**src/rtl/snp_pkg.sv**
```systemverilog
package snp_pkg;

   typedef enum logic [1:0] {
      EV_NONE  = 2'd0,
      EV_SNOOP = 2'd1,
      EV_STRAY = 2'd2
   } snp_event_e;

   function automatic snp_event_e classify(input logic hold, input logic stb_n);
      if (stb_n)
         return EV_NONE;
      else if (hold)
         return EV_SNOOP;
      else
         return EV_STRAY;
   endfunction

endpackage

```
**src/rtl/snp_bus_drive.sv**
```systemverilog
module snp_bus_drive #(
   parameter int AW = 32,
   parameter int DW = 32
) (
   input  logic          clk,
   input  logic          rst_n,
   input  logic          ahold,
   input  logic [AW-1:0] core_addr,
   input  logic [DW-1:0] core_data,
   input  logic          core_data_en,
   output logic [AW-1:0] addr_out,
   output logic          addr_oe,
   output logic [DW-1:0] data_out,
   output logic          data_oe
);

   always_ff @(posedge clk or negedge rst_n) begin
      if (!rst_n) begin
         addr_oe  <= 1'b1;
         addr_out <= '0;
      end else begin
         addr_oe  <= ~ahold;
         addr_out <= core_addr;
      end
   end

   // the data side never looks at the hold request
   always_ff @(posedge clk or negedge rst_n) begin
      if (!rst_n) begin
         data_oe  <= 1'b0;
         data_out <= '0;
      end else begin
         data_oe  <= core_data_en;
         data_out <= core_data;
      end
   end

endmodule

```
**src/rtl/snp_inv_capture.sv**
```systemverilog
module snp_inv_capture
   import snp_pkg::*;
#(
   parameter int AW        = 32,
   parameter int LINE_BITS = 4
) (
   input  logic          clk,
   input  logic          rst_n,
   input  snp_event_e    ev,
   input  logic [AW-1:0] ext_addr,
   output logic          inv_valid,
   output logic [AW-1:0] inv_addr
);

   logic [AW-1:0] line_addr;

   generate
      if (LINE_BITS > 0) begin : g_align
         assign line_addr = {ext_addr[AW-1:LINE_BITS], {LINE_BITS{1'b0}}};
      end else begin : g_pass
         assign line_addr = ext_addr;
      end
   endgenerate

   always_ff @(posedge clk or negedge rst_n) begin
      if (!rst_n) begin
         inv_valid <= 1'b0;
         inv_addr  <= '0;
      end else begin
         inv_valid <= (ev == EV_SNOOP);
         if (ev == EV_SNOOP)
            inv_addr <= line_addr;
      end
   end

endmodule

```
**src/rtl/snp_err_count.sv**
```systemverilog
module snp_err_count #(
   parameter int CW = 4
) (
   input  logic          clk,
   input  logic          rst_n,
   input  logic          bump,
   output logic [CW-1:0] count
);

   localparam logic [CW-1:0] TOP = '1;

   always_ff @(posedge clk or negedge rst_n) begin
      if (!rst_n)
         count <= '0;
      else if (bump && count != TOP)
         count <= count + 1'b1;
   end

endmodule

```
**src/rtl/snp_ahold_port.sv**
```systemverilog
module snp_ahold_port
   import snp_pkg::*;
#(
   parameter int AW        = 32,
   parameter int DW        = 32,
   parameter int LINE_BITS = 4,
   parameter int CW        = 4
) (
   input  logic          clk,
   input  logic          rst_n,
   input  logic          ahold,
   input  logic          ext_stb_n,
   input  logic [AW-1:0] ext_addr,
   input  logic [AW-1:0] core_addr,
   input  logic [DW-1:0] core_data,
   input  logic          core_data_en,
   output logic [AW-1:0] addr_out,
   output logic          addr_oe,
   output logic [DW-1:0] data_out,
   output logic          data_oe,
   output logic          inv_valid,
   output logic [AW-1:0] inv_addr,
   output logic [CW-1:0] err_cnt
);

   generate
      if (AW < 1 || DW < 1 || CW < 1) begin : g_bad_width
         $error("snp_ahold_port: widths must be positive");
      end
      if (LINE_BITS < 0 || LINE_BITS >= AW) begin : g_bad_line
         $error("snp_ahold_port: LINE_BITS must be below AW");
      end
   endgenerate

   snp_event_e ev;
   assign ev = classify(ahold, ext_stb_n);

   snp_bus_drive #(.AW(AW), .DW(DW)) u_drive (
      .clk          (clk),
      .rst_n        (rst_n),
      .ahold        (ahold),
      .core_addr    (core_addr),
      .core_data    (core_data),
      .core_data_en (core_data_en),
      .addr_out     (addr_out),
      .addr_oe      (addr_oe),
      .data_out     (data_out),
      .data_oe      (data_oe)
   );

   snp_inv_capture #(.AW(AW), .LINE_BITS(LINE_BITS)) u_cap (
      .clk       (clk),
      .rst_n     (rst_n),
      .ev        (ev),
      .ext_addr  (ext_addr),
      .inv_valid (inv_valid),
      .inv_addr  (inv_addr)
   );

   snp_err_count #(.CW(CW)) u_err (
      .clk   (clk),
      .rst_n (rst_n),
      .bump  (ev == EV_STRAY),
      .count (err_cnt)
   );

endmodule

```
**config.mk**
```make
export PLATFORM = sky130hd
export DESIGN_NAME = snp_ahold_port
export DESIGN_NICKNAME = d
export VERILOG_FILES = /design/src/rtl/snp_pkg.sv /design/src/rtl/snp_bus_drive.sv /design/src/rtl/snp_inv_capture.sv /design/src/rtl/snp_err_count.sv /design/src/rtl/snp_ahold_port.sv
export SDC_FILE = /design/constraint.sdc
export NUM_CORES = 1
export LEC_CHECK = 0
export BUFFER_PORTS_ARGS = -buffer_cell sky130_fd_sc_hd__buf_2
export CAP_MARGIN = 20
export CELL_PAD_IN_SITES_DETAIL_PLACEMENT = 1
export CELL_PAD_IN_SITES_GLOBAL_PLACEMENT = 1
export CORE_MARGIN = 5
export CORE_UTILIZATION = 31
export CTS_CLUSTER_DIAMETER = 60
export DETAILED_ROUTE_END_ITERATION = 16
export PLACE_DENSITY_LB_ADDON = 0.1
export SYNTH_ARGS = -nofsm -noshare
export SYNTH_HDL_FRONTEND = slang
export SYNTH_HIERARCHICAL = 1
export SYNTH_SLANG_ARGS = --single-unit
export TNS_END_PERCENT = 10
```
**constraint.sdc**
```tcl
create_clock -name clk -period 1.3 [get_ports clk]
set_input_delay 0.13 -clock clk [delete_from_list [all_inputs] [get_ports clk]]
set_output_delay 0.13 -clock clk [all_outputs]
set_load 0.05 [all_outputs]
```
# --- Word level (Yosys, flattened, before mapping) ---
# Index checks and enable logic that the tools add are counted.
totals:
  in_bits: 101
  output_inout_bits: 103
  ff_bits: 99
  word_cells: 15
op_classes:
  eq_ne: 3
  n_reduce_logical: 1
  n_mux: 2
  n_addsub: 1
  bitwise: 1
ops:
  columns: ["operator", "count"]
  rows:
  - ["adder 4 x 1 -> 4 bit (second input constant)", 1]
  - ["2-to-1 mux 2 bit", 2]
  - ["inequality test 4 bit (second input constant)", 1]
  - ["== test 2 x 1 -> 1 bit (second input constant)", 1]
  - ["== test 2 bit (second input constant)", 1]
  - ["logical AND 1 bit", 1]
  - ["NOT 1 bit", 1]

# --- Longest topological paths before layout ---
# Gate-level depths: netlist of run 1.
logic_depth:
  ltp_word: 4
  depth_mapped: 5

# --- Hierarchy ---
# Netlist of run 1, hierarchy kept.
modules_own_cells:
  columns: ["mod", "area_each_um2", "instances", "cells_each"]
  rows:
  - ["snp_bus_drive", 1656.6, 1, 67]
  - ["snp_inv_capture", 1153.6, 1, 67]
  - ["snp_err_count", 210.2, 1, 20]
  - ["snp_ahold_port", 12.5, 1, 2]

# --- Worst setup path before layout of run 1 ---
# No wires, ideal clock.
synth_path:
  kind: "register to register"
  from: "reg u_err.count[0]"
  to: "reg u_err.count[3]"
  setup_slack_ps: -167
  arrival_time_ps: 1340
  stages_incl_launch_ff: 4
  t_required_ps: 1172
  cell_sequence: "dfrtp_1 > ha_1 > nand2b_1 > mux2_1"
synth_between:
  elab_chain_cells: 2
  elab_cells_between_ends: 3
  cone_classes: "add/sub: 1; eq/ne: 1; reduce/logical: 1"
synth_rtl:
  columns: ["element", "line_no", "source"]
  rows:
  - ["start: declaration", "snp_err_count.sv:7", "output logic [CW-1:0] count"]
  - ["start signal: assignment", "snp_err_count.sv:16", "count <= count + 1'b1;"]
  - ["parallel branches: the longest is 2 deep, another holds adder 4 x 1 -> 4 bit", null, null]
# Parallel ways; which one is timed is not known.
# A chain may end at the register's enable or synchronous reset.

# --- Final worst setup path of run 1 ---
layout_path:
  from: "reg u_drive.addr_oe"
  to: "out addr_oe"
layout_lines:
  columns: ["element", "line_no", "source"]
  rows:
  - ["start: declaration", "snp_bus_drive.sv:12", "output logic addr_oe,"]
  - ["start signal: assignment", "snp_bus_drive.sv:22", "addr_oe <= ~ahold;"]
  - ["end: declaration", "snp_ahold_port.sv:18", "output logic addr_oe,"]
# No word-level cell between the ends.

==> results of run 1 <==
## cells by family (layout without fill, tap and decap cells)
group                      Yosys count  count (layout)  share of synthesized area (%)
buffers and inverters                9             309                           2.15
other                                1               6                          0.124
DFF                                 99              99                           81.7
and+or+nand+nor                     13              13                           2.85
muxes                               29              29                           11.9
adders and majority gates            1               1                          0.412
AOI/OAI and AO/OA                    4               4                          0.866
## flip-flops by register name, summed over array words and instances, names as in the netlist
signal            flops
u_drive/addr_out     32
u_drive/data_out     32
u_cap/inv_addr       28
u_err/count           4
u_cap/inv_valid       1
u_drive/addr_oe       1
u_drive/data_oe       1
## what timing repair did
action,CTS,global route
endpoints found under the setup margin,0,3
resized for setup,0,3
hold buffers,95,0
hold endpoints to repair,192,0
## cell usage after synthesis
cell / instances / area [um^2]
dfstp_2: 1 / 26.3
a21oi_1: 1 / 5.00
dfrtp_1: 98 / 2450
inv_1: 2 / 7.51
nand4_1: 3 / 18.8
mux2_1: 1 / 11.3
nand2b_4: 1 / 13.8
nand2_1: 1 / 3.75
conb_1: 1 / 3.75
a31oi_1: 1 / 6.26
nor2b_1: 1 / 6.26
nand2b_1: 4 / 25.0
buf_4: 4 / 30.0
ha_1: 1 / 12.5
mux2_2: 19 / 214
buf_2: 1 / 5.00
o211ai_1: 2 / 15.0
buf_6: 2 / 22.5
nor2b_2: 1 / 8.76
nor2_1: 1 / 3.75
mux2_4: 9 / 135
and3_1: 1 / 6.26
## where the power goes
group | switching (uW) | internal (uW)
combinational | 1650 | 793
sequential | 215 | 3400
clock | 992 | 771
total | 2860 | 4970
## placed cells by master (no fill, tap or decap)
master         count
dlygate4sd3_1     95
nor2b_1            1
diode_2            2
nor2_1             1
nor2b_2            1
clkinv_2           1
nand2_1            1
a31oi_1            1
conb_1             4
buf_2            191
mux2_4             9
nand2b_4           1
dfrtp_1           96
a21oi_1            1
clkinv_4           1
and3_1             1
nand2b_1           4
dfrtp_2            2
clkbuf_4           3
o211ai_1           2
inv_1              2
dfstp_2            1
mux2_1             1
clkbuf_8          11
ha_4               1
nand4_1            3
mux2_2            19
buf_12             3
buf_4              2
## worst min-delay path by stage
stage | cells after the start | slack [ps] | end | startpoint
after global placement | 1 | 50 | u_cap/inv_addr[28]$_DFFE_PN0N_ | rst_n
after CTS | 4 | 140 | u_cap/inv_addr[13]$_DFFE_PN0N_ | ext_stb_n
after detailed placement | 1 | 50 | u_cap/inv_addr[28]$_DFFE_PN0N_ | rst_n
final | 4 | 160 | u_cap/inv_addr[13]$_DFFE_PN0N_ | ext_stb_n
after floorplan | 0 | -170 | u_cap/inv_addr[10]$_DFFE_PN0N_ | rst_n
after global routing | 4 | 150 | u_cap/inv_addr[13]$_DFFE_PN0N_ | ext_stb_n
## per-stage QoR
stage	area (um^2)	total power, uW	util, %	hold WS (ps)
2_1_floorplan	3060	5190	-	-166
3_3_place_gp	4210	5830	43.7	46.5
3_5_place_dp	4210	5870	43.7	46.6
4_1_cts	5330	7890	55.3	142
5_1_grt	5340	8220	55.4	150
6_report	5340	7820	55.4	159
## layout make-up
class | count | area [um^2]
Fill cell | 1065 | 4300
Sequential cell | 99 | 2480
Timing Repair Buffer | 294 | 2000
Multi-Input combinational cell | 51 | 513
Tap cell | 133 | 166
Clock buffer | 11 | 151
Clock inverter | 2 | 13.8
Inverter | 2 | 7.51
Antenna cell | 2 | 5.00
## per-layer routing
layer	GRT usage (%)	vias to the layer above	wire length (um)
met4	8.57	0	366
met5	0	-	0
met1	17.9	1197	3300
met3	6.51	29	880
met2	29.9	114	5210
li1	-	1104	-
==> results.md, run 1 <==
- Global routing consumed, over all layers together, ~17% of the routing resources.
- The core footprint is 9640 um^2.
- TritonCTS created 9 clock buffers.
- The setup total negative slack is 0 ps.
- The maximum number of pins on one net before global-route repair is 44.
- The die outline area is between 10000 and 15000 um^2.
- The TritonCTS clock tree is built.
- In this run the number of cells on the critical path is 1.
- Leaving out filler cells and counting taps, the final layout contains between 500 and 600.
- The floorplan step set the die height to 109 um.
- Clock-pin slew was measured on the worst setup and hold paths at 90 ps.
- The number of failing setup endpoints in the final timing report is 0.
- The horizontal die dimension is 109 um.
- The path depth of the worst reg2reg path is 3.
- On the worst path, the slowest cell contributes a delay of about 520 ps.
- Setup repair after global routing left no endpoint under its margin.
- The number of antenna violations at the first check in global routing is 1.
- The clock arrives with approximately 6.6 ps of skew.
- In this run the worst path has a maximum fanout of 1.
- The post-detailed-placement half-perimeter wirelength is 6410 um.
- The mean routed wirelength per cell is between 15 and 20 um.
- The global placer's final weighted congestion is ~0.68.
- The final wirelength is 9760 um.
- Buffers added to address setup during post-CTS repair amount to 0.
- In this run the register-to-register setup slack is 110 ps.
- Summed over all layers, the global routing overflow is 0.
- The starting utilization of the core area is 31.5%.
- The post-route netlist has between 50% and 60% of its cells at a drive strength greater than 1.
- STA classifies the critical path endpoint as an output pin.
- For this run, the register share of the synthesized area comes to about four fifths.
- The startpoint of the worst setup timing path is u_drive/addr_oe$_DFF_PN1_.
- For this design the static power due to leakage is 0.00269 uW.
- The critical path in this run is classified as flip-flop to output pin.
- The master of the slowest instance on the critical path is dfstp_2.
- The count of placed standard cells including taps is 484.
- The first global-routing pass estimated 15100 um of wire.
- The final antenna-violating net count is 0.
- The worst IR drop on VDD is 0.854 mV.
- The remaining routing DRC violations is 0.
- Power spread over the standard cell area amounts to 1460 nW/um^2.
- The kind of cell adding the most delay to the critical path is flip-flops.
- Input and output buffers added on the ports amount to 195.
- The flow ran to the end, and the final reports show no timing, DRC or antenna violations.
- Of the available clock period, the critical path in the final layout requires 94.1%.
- The number of warnings reported in the yosys synthesis log is 6.
- The number of maximum-capacitance violations is 0.
- The area added between synthesis and finish is 76.2%.
- The net count reported at finish is 559.
- Synthesis instantiated 22 different standard cells from the library.
- The number of global-route vias before repair is about 2.9k.
- The count of pins over their slew limit was 0.
- The first-pass iteration count of the detailed router is 4.
- The number of buffers and inverters on the critical path is 1.
- At the placement stage, the worst setup path has a slack of around 65 ps.
- Static timing analysis puts the maximum clock frequency at 0.817 GHz.
- The TritonCTS sink count is between 90 and 100.
- The clock latency at the later pin of the worst-skew pair is 360 ps.
- The worst-case setup margin in the final layout is 76.4 ps.
- Synthesis handed over a netlist of 156 instances.
- The via density per instance is 4.11.
- The detailed router placed 2444 vias in this run.
- The initialized floorplan defines 36 standard-cell rows.
- In this run the critical register-to-register path is launched from u_err/count[0]$_DFFE_PN0P_.
- The most critical setup path has its endpoint at addr_oe.
- The smallest clock period supported by the final layout is computed as about 1200 ps.
- The synthesized cell area is 3030 um^2.
- Walking the worst path, the cells encountered are clkbuf_4.
- For this design the top-level I/O count stands at between 200 and 250.
- The critical register-to-register path endpoint is u_err/count[3]$_DFFE_PN0P_.
- The iteration-0 DRC count of the detailed router is 47.
- The min-delay analysis places its worst path in the category input port to flip-flop.
- The sort of element at the start of the critical path is a flip-flop.
- The number of register bits inferred by synthesis is 99.
- The CTS H-tree depth is 3.
- At the worst endpoint, the required time is between 1000 and 1500 ps.
- The clock root buffer is clkbuf_8.
- The mean instance size in the synthesized netlist is between 15 and 20 um^2.
- The number of failing hold endpoints at the final stage was 0.
- Data on the critical path arrives at its endpoint at 1090 ps.
- In this run the deepest clock path goes through 2 buffers.
Power figures use the tool's default switching activity.
==> run 2, diff against run 1 <==
==> constraint.sdc (replaced) <==
create_clock -name clk -period 1.3 [get_ports clk]
set_input_delay 0.26 -clock clk [delete_from_list [all_inputs] [get_ports clk]]
set_output_delay 0.26 -clock clk [all_outputs]
set_load 0.05 [all_outputs]
==> run 2 against run 1 <==
The flow now finishes with violations (setup timing). Global-route usage down 0.73 points. Critical path depth unchanged. First-iteration DRC count down 45%. Hold slack worse by 100 ps. Clock power up 5%. Die area unchanged. Routed wire length down 4.6%. Critical endpoint unchanged. Largest cell class unchanged. Largest power group unchanged.
==> results.md, run 2 (synthesis gave the netlist of run 1 again) <==
- Together, buffers and inverters on the worst path number 1.
- The kind of cell adding the most delay to the critical path is flip-flops.
- The die covers 11900 um^2.
- The filler cell count is around 1.0k.
- Routability-driven placement finished with a final weighted congestion of a little over 0.7.
- The largest single stage delay on the critical path is 550 ps.
- The top-level port count is around 200.
- The starting utilization of the core area is 31.5%.
- The flow ran to the end, but the final reports show violations.
- After the first detailed-routing iteration, the DRC count stood at 26.
- The analysis attributes to net switching a power of 2960 uW.
- The peak clock frequency supported by timing is 0.761 GHz.
- The clock edge transition at the registers on the reported setup and hold paths is 100 ps.
- The worst path uses 101% of the clock period.
- The reg2reg setup slack is roughly 70 ps.
- The required time of the critical path is 1040 ps.
- The largest driver fanout on the critical path is 1.
- The horizontal die dimension is between 100 and 150 um.
- Traced cell by cell, the critical path runs through buf_8.
- The TritonCTS sink count is 99.
- The CTS buffer count is 9.
- By startpoint and endpoint, the worst setup path is classified as flip-flop to output pin.
- Across the whole layout, storage elements account for around 2500 um^2.
- Of the cells placed in the final design, the portion with a size suffix greater than 1 is 58.2%.
- The smallest clock period supported by the final layout is computed as roughly 1300 ps.
- Sequential cells burn 45.7% of the power.
- The number of global-route vias before repair was 2680.
- Of the total power, the clock network draws 23.3%.
- The sort of element at the start of the critical path is a flip-flop.
- The via density per instance is 4.07.
- After global routing the overflow that remains totals 0.
- For hold timing, the worst endpoint is u_drive/addr_oe$_DFF_PN1_.
- In the routed design, unresolved DRC markers number 0.
- After layout, the worst setup slack is -14.1 ps.
- STA classifies the critical path endpoint as an output pin.
- The later pin in the worst-skew pair is clocked with a latency of about 360 ps.
- The first-pass iteration count of the detailed router is 3.
- The number of antenna violations at the first check in global routing is 2.
- The clock arrives with 0.898 ps of skew.
- The worst hold path passes through 2 cells.
- In this run the core area contains 36 standard-cell rows.
- The mean routed wirelength per cell is 16.4 um.
- The tightest hold margin is approximately 55 ps.
- The worst IR drop on VDD is 0.773 mV.
- The most common cell after layout, fill and taps aside is buf_2.
- The number of failing hold endpoints at the final stage is 0.
- In the global route stage, overall resource usage came out at 16.4%.
- The path depth of the worst reg2reg path is 3.
- Summed over all nets, the half-perimeter wirelength after detailed placement is 6590 um.
- The count of placed standard cells including taps is ~490.
- Setup violations remaining at the end of the flow were counted as 1.
- The clock root buffer is clkbuf_8.
- The worst setup slack after placement is -10.8 ps.
- The path class of the tightest hold or removal check is input port to flip-flop.
- The net count reported at finish is 532.
- The floorplan step set the die height to 109 um.
- The first global-routing pass estimated 14400 um of wire.
- The arrival time at the worst endpoint is between 1000 and 1500 ps.
- The count of pins over their slew limit is 0.
- The CTS H-tree depth is 3.
- Setup repair after global routing could not meet its margin everywhere.
- The via count is roughly 2.3k.
- The number of buffers added on ports is just under 200.
- In this run, the combinational gates consume 31.0% of the power.
- The final antenna-violating net count is 0.
- Net switching is 37.2% of the power.
- The area added between synthesis and finish is 69.8%.
- The total area inside the core boundary comes to 9640 um^2.
- Cell internal power was estimated by the tool at 4990 uW.
- The library cells used most frequently in the layout, excluding fill and tap cells, are buf_2 (173), dfrtp_1 (94), dlygate4sd3_1 (66).
- The startpoint identified for the worst register-to-register timing path is u_err/count[0]$_DFFE_PN0P_.
- The number of maximum-capacitance violations is 0.
- The TritonCTS clock tree is built.
- At the end of the flow the core is filled with cells to 53.4%.
- Entering global routing, the biggest net connects 66 pins.
- In this run the most critical hold path is launched from ahold.
- The non-filler instance count after layout is 569.
- In this run the deepest clock path goes through 2 buffers.
- Power spread over the standard cell area amounts to 1540 nW/um^2.
- The area taken by multi-input logic gates is 510 um^2.
- The master of the slowest instance on the critical path is dfstp_2.
- The leakage power total is 0.00259 uW.
- Wires add up to 9310 um.
- The critical register-to-register path endpoint is u_err/count[3]$_DFFE_PN0P_.
- The final reports fail on setup timing.
- The largest registers in the layout are u_drive/addr_out: 32 flops, u_drive/data_out: 32 flops, u_cap/inv_addr: 28 flops.
run 2: changes by cell type in the layout (fill, tap and decap cells not counted), moves of 2 or more:
cell | previous run | this run
buf_4 | 2 | 4
dfrtp_1 | 96 | 94
buf_2 | 191 | 173
buf_6 | 0 | 4
clkbuf_4 | 3 | 16
dlygate4sd3_1 | 95 | 66
clkbuf_8 | 11 | 9
dfrtp_2 | 2 | 4
inv_8 | 0 | 2
run 2: final cells by class:
| class | count | area share, % |
|---|---|---|
| Sequential cell | 99 | 48.2 |
| Timing Repair Buffer | 267 | 34.9 |
| Multi-Input combinational cell | 51 | 9.91 |
| Tap cell | 133 | 3.23 |
| Clock buffer | 10 | 2.48 |
| Clock inverter | 6 | 1.09 |
| Inverter | 2 | 0.146 |
| Antenna cell | 1 | 0.0486 |
run 2: what timing repair did:
action	4_1_cts	5_1_grt
endpoints found under the hold margin	163	0
setup buffers	0	1
setup endpoints to repair	5	20
hold buffers	66	0
gates resized for setup	12	17
run 2: how the worst max path moves through the flow:
stage	end	depth (start not counted)	start	slack (ps)
final	addr_oe	1	u_drive/addr_oe$_DFF_PN1_	-10
after global placement	u_cap/inv_addr[15]$_DFFE_PN0N_	5	ext_stb_n	7
after CTS	addr_oe	1	u_drive/addr_oe$_DFF_PN1_	-40
after floorplan	u_err/count[3]$_DFFE_PN0P_	3	u_err/count[0]$_DFFE_PN0P_	-4
after detailed placement	u_cap/inv_addr[14]$_DFFE_PN0N_	5	ext_stb_n	-10
after global routing	addr_oe	1	u_drive/addr_oe$_DFF_PN1_	-70
run 2: power groups by stage:
stage | logic (uW) | registers [uW] | clock network, uW
4_1_cts | 2420 | 3630 | 1950
5_1_grt | 2590 | 3680 | 2100
2_1_floorplan | 363 | 4810 | 0
3_3_place_gp | 2160 | 3660 | 0
3_5_place_dp | 2180 | 3670 | 0
6_report | 2460 | 3630 | 1850
run 2: layer usage:
metal  wire length, um  vias to the layer above  share of wire [%]  GRT usage [%]
li1                  -                     1058                  -              -
met1              3070                     1140                 33           16.5
met2              5170                       97                 56           29.6
met3               853                       18                9.2           6.28
met4               194                        2                2.1           7.66
met5                19                        -               0.20              0
run 2: through the flow:
step	setup TNS, ps	total power, uW	instance area (um^2)
after floorplan	-4.14	5170	3060
after global placement	0	5810	4220
after detailed placement	-48.0	5850	4220
after CTS	-38.9	8000	5100
after global routing	-95.8	8370	5150
final	-14.1	7950	5150
